### config.mk
export PLATFORM = sky130hd
export DESIGN_NAME = tod_alarm
export DESIGN_NICKNAME = d
export VERILOG_FILES = /design/src/rtl/tod_alarm_pkg.sv /design/src/rtl/tod_alarm_dp.sv /design/src/rtl/tod_alarm_ctrl.sv /design/src/rtl/tod_alarm.sv
export SDC_FILE = /design/constraint.sdc
export NUM_CORES = 1
export LEC_CHECK = 0
export BUFFER_PORTS_ARGS = -buffer_cell sky130_fd_sc_hd__buf_4
export CORE_MARGIN = 1
export CORE_UTILIZATION = 50
export DETAILED_ROUTE_END_ITERATION = 7
export PLACE_DENSITY = 0.79
export SLEW_MARGIN = 20
export SYNTH_ARGS = -nofsm -noshare
export SYNTH_HDL_FRONTEND = slang
export SYNTH_SLANG_ARGS = --single-unit
### constraint.sdc
create_clock -name clk -period 3.5 [get_ports clk]
set_input_delay 0.7 -clock clk [delete_from_list [all_inputs] [get_ports clk]]
set_output_delay 0.7 -clock clk [all_outputs]
set_load 0.02 [all_outputs]
### src/rtl/tod_alarm_pkg.sv
package tod_alarm_pkg;
  localparam int DATA_W  = 8;
  localparam int FIELD_N = 4;
  localparam int F_SEC   = 0;
  localparam int F_MIN   = 1;
  localparam int F_HOUR  = 2;
  localparam int F_DATE  = 3;

  typedef enum logic [2:0] {
    RATE_MONTH,
    RATE_DAY,
    RATE_HOUR,
    RATE_MIN,
    RATE_SEC
  } rate_e;

  // control -> datapath strobes
  typedef struct packed {
    logic [FIELD_N-1:0] wrSel;
  } dp_cmd_t;

  // datapath -> control status
  typedef struct packed {
    logic [FIELD_N-1:0] fieldEq;
    logic [FIELD_N-1:0] maskBits;
  } dp_stat_t;

  // value bits that belong to a field
  function automatic logic [DATA_W-1:0] fieldMask(int idx);
    case (idx)
      F_HOUR:  return 8'h3F;
      F_DATE:  return 8'h1F;
      default: return 8'h7F;
    endcase
  endfunction

  // range rule applied to an incoming write
  function automatic logic valueOk(int idx, logic [DATA_W-1:0] v);
    logic [DATA_W-1:0] m;
    logic [DATA_W-1:0] dec;
    m   = v & fieldMask(idx);
    dec = (m >> 4) * 8'd10 + (m & 8'h0F);
    case (idx)
      F_HOUR:  return dec <= 8'd23;
      F_DATE:  return dec != 8'd0;
      default: return dec <= 8'd59;
    endcase
  endfunction
endpackage

### src/rtl/tod_alarm_dp.sv
module tod_alarm_dp
  import tod_alarm_pkg::*;
(
  input  logic                        clk,
  input  logic                        rstN,
  input  dp_cmd_t                     cmd,
  input  logic [DATA_W-1:0]           wrData,
  input  logic [FIELD_N*DATA_W-1:0]   todVec,
  output logic [FIELD_N*DATA_W-1:0]   regsFlat,
  output dp_stat_t                    stat
);
  for (genvar g = 0; g < FIELD_N; g++) begin : g_field
    logic [DATA_W-1:0] alarmReg;
    logic [DATA_W-1:0] todField;
    logic              acceptWr;

    assign todField = todVec[g*DATA_W +: DATA_W];
    assign acceptWr = cmd.wrSel[g] && valueOk(g, wrData);

    always_ff @(posedge clk) begin
      if (!rstN) begin
        alarmReg <= '0;
      end else if (acceptWr) begin
        alarmReg <= wrData;
      end
    end

    assign regsFlat[g*DATA_W +: DATA_W] = alarmReg;
    assign stat.fieldEq[g]  = ((alarmReg ^ todField) & fieldMask(g)) == '0;
    assign stat.maskBits[g] = alarmReg[DATA_W-1];
  end
endmodule

### src/rtl/tod_alarm_ctrl.sv
module tod_alarm_ctrl
  import tod_alarm_pkg::*;
#(
  parameter int ADDR_W   = 4,
  parameter int REG_BASE = 4
) (
  input  logic              clk,
  input  logic              rstN,
  input  logic              wrEn,
  input  logic [ADDR_W-1:0] addr,
  input  logic              secTick,
  input  dp_stat_t          stat,
  output dp_cmd_t           cmd,
  output logic [FIELD_N-1:0] rdSel,
  output logic              alarmIrq
);
  localparam int OFF_W = ADDR_W + 1;

  logic [OFF_W-1:0] offs;
  logic             inWin;
  rate_e            rate;
  logic             hit;

  assign offs  = {1'b0, addr} - OFF_W'(REG_BASE);
  assign inWin = ({1'b0, addr} >= OFF_W'(REG_BASE)) && (offs < OFF_W'(FIELD_N));

  for (genvar g = 0; g < FIELD_N; g++) begin : g_sel
    assign rdSel[g] = inWin && (offs == OFF_W'(g));
  end

  assign cmd.wrSel = wrEn ? rdSel : '0;

  // recurrence selected by the mask pattern (bit3 date .. bit0 seconds)
  always_comb begin
    case (stat.maskBits)
      4'b0000: rate = RATE_MONTH;
      4'b1000: rate = RATE_DAY;
      4'b1100: rate = RATE_HOUR;
      4'b1110: rate = RATE_MIN;
      default: rate = RATE_SEC;
    endcase
  end

  always_comb begin
    case (rate)
      RATE_MONTH: hit = &stat.fieldEq;
      RATE_DAY:   hit = &stat.fieldEq[F_HOUR:F_SEC];
      RATE_HOUR:  hit = &stat.fieldEq[F_MIN:F_SEC];
      RATE_MIN:   hit = stat.fieldEq[F_SEC];
      default:    hit = 1'b1;
    endcase
  end

  always_ff @(posedge clk) begin
    if (!rstN) begin
      alarmIrq <= 1'b0;
    end else begin
      alarmIrq <= secTick && hit;
    end
  end
endmodule

### src/rtl/tod_alarm.sv
module tod_alarm
  import tod_alarm_pkg::*;
#(
  parameter int ADDR_W   = 4,
  parameter int REG_BASE = 4
) (
  input  logic              clk,
  input  logic              rstN,
  input  logic              wrEn,
  input  logic [ADDR_W-1:0] addr,
  input  logic [7:0]        wrData,
  output logic [7:0]        rdData,
  input  logic [7:0]        todSec,
  input  logic [7:0]        todMin,
  input  logic [7:0]        todHour,
  input  logic [7:0]        todDate,
  input  logic              secTick,
  output logic              alarmIrq
);
  dp_cmd_t                    cmd;
  dp_stat_t                   stat;
  logic [FIELD_N-1:0]         rdSel;
  logic [FIELD_N*DATA_W-1:0]  regsFlat;
  logic [FIELD_N*DATA_W-1:0]  todVec;

  assign todVec = {todDate, todHour, todMin, todSec};

  tod_alarm_ctrl #(.ADDR_W(ADDR_W), .REG_BASE(REG_BASE)) u_ctrl (
    .clk      (clk),
    .rstN     (rstN),
    .wrEn     (wrEn),
    .addr     (addr),
    .secTick  (secTick),
    .stat     (stat),
    .cmd      (cmd),
    .rdSel    (rdSel),
    .alarmIrq (alarmIrq)
  );

  tod_alarm_dp u_dp (
    .clk      (clk),
    .rstN     (rstN),
    .cmd      (cmd),
    .wrData   (wrData),
    .todVec   (todVec),
    .regsFlat (regsFlat),
    .stat     (stat)
  );

  always_comb begin
    rdData = '0;
    for (int i = 0; i < FIELD_N; i++) begin
      if (rdSel[i]) rdData = regsFlat[i*DATA_W +: DATA_W];
    end
  end
endmodule

# Yosys cells after proc, flatten, opt, wreduce, memory -nomap -nowiden
# Index checks and enable logic that the tools add are counted.
# totals
register_bits	33
latch_bits	0
ramBits	0
mem_bits_ro	0
inputBits	48
out_inout_bits	9
elab_cells	57
memories	0
# op_classes
addsub	4
mul	3
n_div	0
order_cmp	4
eq_ne	9
n_shift	0
muxes	7
bitwise_logic	4
n_reduce_logical	21
# ops
operator	count
8-bit zero test	4
8-bit two-way mux	4
8-bit by 4-bit adder with 8-bit output	3
7-bit bitwise XOR	2
4-bit == test, second input constant	3
3-bit case mux with 4 select lines	1
5-bit by 2-bit == test with 1-bit output, second input constant	2
1-bit logical AND	10
8-bit by 5-bit less-or-equal comparator with 1-bit output, second input constant	1
8-bit by 6-bit less-or-equal comparator with 1-bit output, second input constant	1
8-bit nonzero test	1
3-bit by 2-bit == test with 1-bit output, second input constant	2
3-bit by 3-bit multiplier with 6-bit output, second input constant	1
6-bit bitwise XOR	1
5-bit by 1-bit == test with 1-bit output, second input constant	1
5-bit zero test	1
5-bit by 3-bit < comparator with 1-bit output, second input constant	1
2-bit by 3-bit multiplier with 5-bit output, second input constant	1
4-bit by 3-bit subtractor with 5-bit output, second input constant	1
5-bit bitwise XOR	1
4-bit by 3-bit >= comparator with 1-bit output, second input constant	1
4-bit zero test	1
1-bit by 3-bit multiplier with 4-bit output, second input constant	1
4-bit two-way mux	1
other kinds (6)	6

# Logic depth before layout (Yosys ltp)
# logic_depth
ltp_word	8
mapped_depth	9
mapped_depth_nobuf	8

# Modules after synthesis
# From an unflattened synthesis, not the netlist that was laid out.
# unflattened
cells_unflattened	246
hier_area_um2	2167.1
# by_module_without_submodules
mod	n_inst	cells_per_inst	area_each_um2	seq_area_each_um2
tod_alarm_dp	1	192	1829.3	640.6
tod_alarm	1	33	211.5	0.0
tod_alarm_ctrl	1	21	126.4	20.0

# Least setup slack after synthesis
# Ideal clock, no wire load.
# synth_timing
kind	input to register
startpoint	in wrData[1]
endpoint	reg u_dp.g_field[1].alarmReg[0]
setup_ps	72
arrival_time_ps	2428
required_ps	3428
setup_slack_ps	1000
path_stages	8
n_path_buf	1
cell_sequence	ha_1 -> fa_1 -> nor4bb_1 -> nand4_1 -> a32oi_1 -> and3_1 -> buf_6 -> mux2i_1
# synth_between
elab_chain_cells	3
# synth_lines
element	line	source
start: declaration	tod_alarm.sv:11	input logic [7:0] wrData,
8-bit by 4-bit adder with 8-bit output	tod_alarm_pkg.sv:42	dec = (m >> 4) * 8'd10 + (m & 8'h0F);
8-bit by 6-bit less-or-equal comparator with 1-bit output	tod_alarm_pkg.sv:46	default: return dec <= 8'd59;
1-bit logical AND	tod_alarm_dp.sv:18	assign acceptWr = cmd.wrSel[g] && valueOk(g, wrData);
end signal: assignment	tod_alarm_dp.sv:24	alarmReg <= wrData;
end: declaration	tod_alarm_dp.sv:13	logic [DATA_W-1:0] alarmReg;
# Every way passes these cells.
# A chain may end at the register's enable or synchronous reset.

# Worst setup path in the final report
# layout_timing
startpoint	in wrData[4]
endpoint	reg u_dp.g_field[1].alarmReg[3]
# layout_between
elab_chain_cells	4
# layout_lines
element	line
3-bit by 3-bit multiplier with 6-bit output	tod_alarm_pkg.sv:42
8-bit by 4-bit adder with 8-bit output	tod_alarm_pkg.sv:42
8-bit by 6-bit less-or-equal comparator with 1-bit output	tod_alarm_pkg.sv:46
1-bit logical AND	tod_alarm_dp.sv:18
# Every way passes these cells.

==> summary.txt <==
DETAILED ROUTING
---------------------------------------------------------------------
DRC violation count after routing                                   0
Drt first pass iters                                                7
Total number of vias                                            1,901
Vias per inst                                                    5.53
Drt initial violations                                            119
Post-DRT Antenna Nets                                               0
Routed WL                                                     4.94 mm
Routed wire per std cell                                      14.4 um

STA
---------------------------------------------------------------------
Total setup violations reported at the end of the flow              0
Max-slew violations                                                 0
Final period utilization                                        80.4%
Tightest slew margin relative to the limit                      62.8%
Worst-margin pin slew                                        0.556 ns
Clock tree skew after final layout                         0.00198 ns
Total count of hold-check failures in the final report              0
Worst hold slack                                             0.460 ns
Final min period                                              2.81 ns
Final-layout setup total negative slack                          0 ns
RSZ-0062 raised after global routing                               no
Highest clock frequency the design can meet                 0.355 GHz

CRITICAL PATH
---------------------------------------------------------------------
Crit path arrival time                                        3.02 ns
CP cell instances                                        buf_4, ha_1, fa_1, nor4bb_1, nand4_1, a32oi_1, and3_1, mux2i_1
Reg-to-Reg Start                                         u_dp.g_field[1].alarmReg[5]
CP required                                                   3.71 ns
Slowest Stage Delay on Critical Path                          0.54 ns
Critical path launch point                                  wrData[4]
Critical path class                                            in2reg
Critical path startpoint category                           input pin
Top fanout value on the critical path                               8
Type of destination of the critical path                         flop
Critical-path top delay cell                                   and3_1

FINISH
---------------------------------------------------------------------
Ratio of cells with drive above 1 in the final layout           21.1%
Final instance area                                          2550 um2
# diodes                                                            0
Layout area overhead                                            22.4%
Filler cells                                                      343
Final Non-Filler Cells                                            344
Final net count                                                   352

RUN STATUS
---------------------------------------------------------------------
Run status                                                  completed

CLOCK TREE
---------------------------------------------------------------------
CTS tree                                                         done
Number of CTS-inserted buffers                                      5
Clk buf depth                                                       2
Num Clock Sinks                                                    33
Cell chosen for the clock root                               clkbuf_8
CTS clock-pin slew for the worst setup and hold paths         0.06 ns
Count of cells resized by post-cts repair                           0
Number of levels in the clock H-tree                                2
Number of buffers inserted to repair setup after CTS                0
Number of hold buffers added after cts                              0
Clk Latency, worst-skew pair                                  0.28 ns

LOGIC SYNTHESIS
---------------------------------------------------------------------
Number of enable flip-flop cells after synthesis                    0
Syn Area/Cell                                                8.44 um2
Cell area after synthesis                                    2090 um2
Warnings from Yosys                                                 0
Top area cells in the synthesized netlist                dfxtp_1, mux2i_1, nand2_1
Sequential fraction of the synthesis area                       31.7%
Number of standard cells after synthesis                          247
Syn nets                                                          304
Top flip-flop cell by instance count after synthesis          dfxtp_1
Netlist cell types                                                 39
Area share of the largest cell type after synthesis             31.7%
Number of synthesized register bits                                33
Most frequent cell after synthesis                            nand2_1
Cell taking the most area after synthesis                     dfxtp_1
Async set-reset flop share out of synthesis                        0%
Cell types with the highest counts after synthesis       nand2_1, dfxtp_1, mux2i_1, o21ai_0, xor2_1

GRT
---------------------------------------------------------------------
GRT met2 Usage                                                  39.6%
Wire length of the first global-routing pass                  7.78 mm
Global routing usage summed across all routing layers           23.5%
Initial antenna violation count                                     0
Number of global-route vias before repair                       1,676
Layer with the highest usage                                     met2
Gr ovfl total                                                       0
Met1 layer usage reported by global route                       30.4%
Largest net degree at the start of global routing                  43
Routing usage on met3                                           5.14%

PWR
---------------------------------------------------------------------
Static power due to leakage                                0.00113 uW
Max IR drop VDD                                              0.203 mV
Power per unit of standard cell area                       310 nW/um2
Total design power                                             792 uW

PLACEMENT
---------------------------------------------------------------------
Number of placed instances with taps included                     338
Hpwl dp                                                       3.77 mm
Final Wtd Congestion                                            0.818
Post-place instance area                                     2480 um2
Count of port buffers added during placement                       49

FLOORPLAN
---------------------------------------------------------------------
Initial standard-cell utilization of the core                   52.1%
Num ports                                                          57
Placeable core region                                        4000 um2
Die footprint                                                4430 um2
Vertical extent of the die                                    66.6 um
Die width                                                     66.6 um
Row Count                                                          23

HOLD PATH
---------------------------------------------------------------------
Origin of the worst min-delay path                       u_dp.g_field[2].alarmReg[6]
Min-Delay Path Class                                          reg2reg

FLOW RUN
---------------------------------------------------------------------
Number of maximum-capacitance constraint violations                 0

## flip-flops by register name, indices dropped and copies added (netlist names)
signal and count:
u_dp.g_field.alarmReg 32, u_ctrl.alarmIrq 1
## cell families after synthesis
group                    after synthesis  share of synthesized area [%]
AO/OA/AOI/OAI                         37                           11.8
flip-flops                            33                           31.7
adder cells (fa/ha/maj)                9                           5.76
multiplexers                          32                           15.4
XOR/XNOR                              25                           10.5
buffers and inverters                 13                           3.18
AND/OR/NAND/NOR                       98                           21.8
## power breakdown
part / switching, uW / internal, uW
clock: 129 / 131
sequential: 4.13 / 380
combinational: 75.9 / 72.0
total: 209 / 583
## per-stage QoR
stage                     utilization [%]  setup slack, ns
final                                63.8            0.687
after global routing                 63.8            0.573
after CTS                            63.8            0.673
after detailed placement             62.0            0.382
after global placement               62.0            0.452
after floorplan                         -             1.00
## final cells by class
class / count / area [um2] / share of cell area [%]
Multi-Input combinational cell: 201 / 1360 / 53.2
Sequential cell: 33 / 661 / 25.9
Timing Repair Buffer: 52 / 390 / 15.3
Clock buffer: 5 / 68.8 / 2.69
Tap cell: 50 / 62.6 / 2.45
Inverter: 2 / 7.51 / 0.294
Clock inverter: 1 / 5.00 / 0.196
## path summary, 6_finish.rpt
kind,endpoint,slack (ns),cells after the start
min,u_dp.g_field[2].alarmReg[6],0.46,2
max,u_dp.g_field[1].alarmReg[3],0.69,8
min reg2reg,u_dp.g_field[2].alarmReg[6],0.46,2
max reg2reg,u_ctrl.alarmIrq,2.10,5
## metal layers
metal / part of all wire (%) / vias up
met4: 0.51 / 0
li1: - / 957
met5: 0 / -
met3: 3.9 / 2
met2: 49 / 41
met1: 47 / 901
## worst max-delay path: cells and delay by family
family	cells	cell delay (ns)
AO/OA/AOI/OAI	1	0.23
buffers and inverters	1	0.14
multiplexers	1	0.25
AND/OR/NAND/NOR	3	0.96
adder cells (fa/ha/maj)	2	0.74
## cells in the final DEF (no fill, tap or decap), types with 3 or more instances in the layout
cell,n
a21oi_1,5
buf_4,52
clkbuf_8,5
dfxtp_1,33
ha_1,8
mux2i_1,32
nand2_1,67
nand3_1,5
nand4_1,3
nor2b_1,8
nor4_1,4
o21ai_0,18
xnor2_1,10
xor2_1,15
Note: power is estimated with default switching activity, not from simulation.
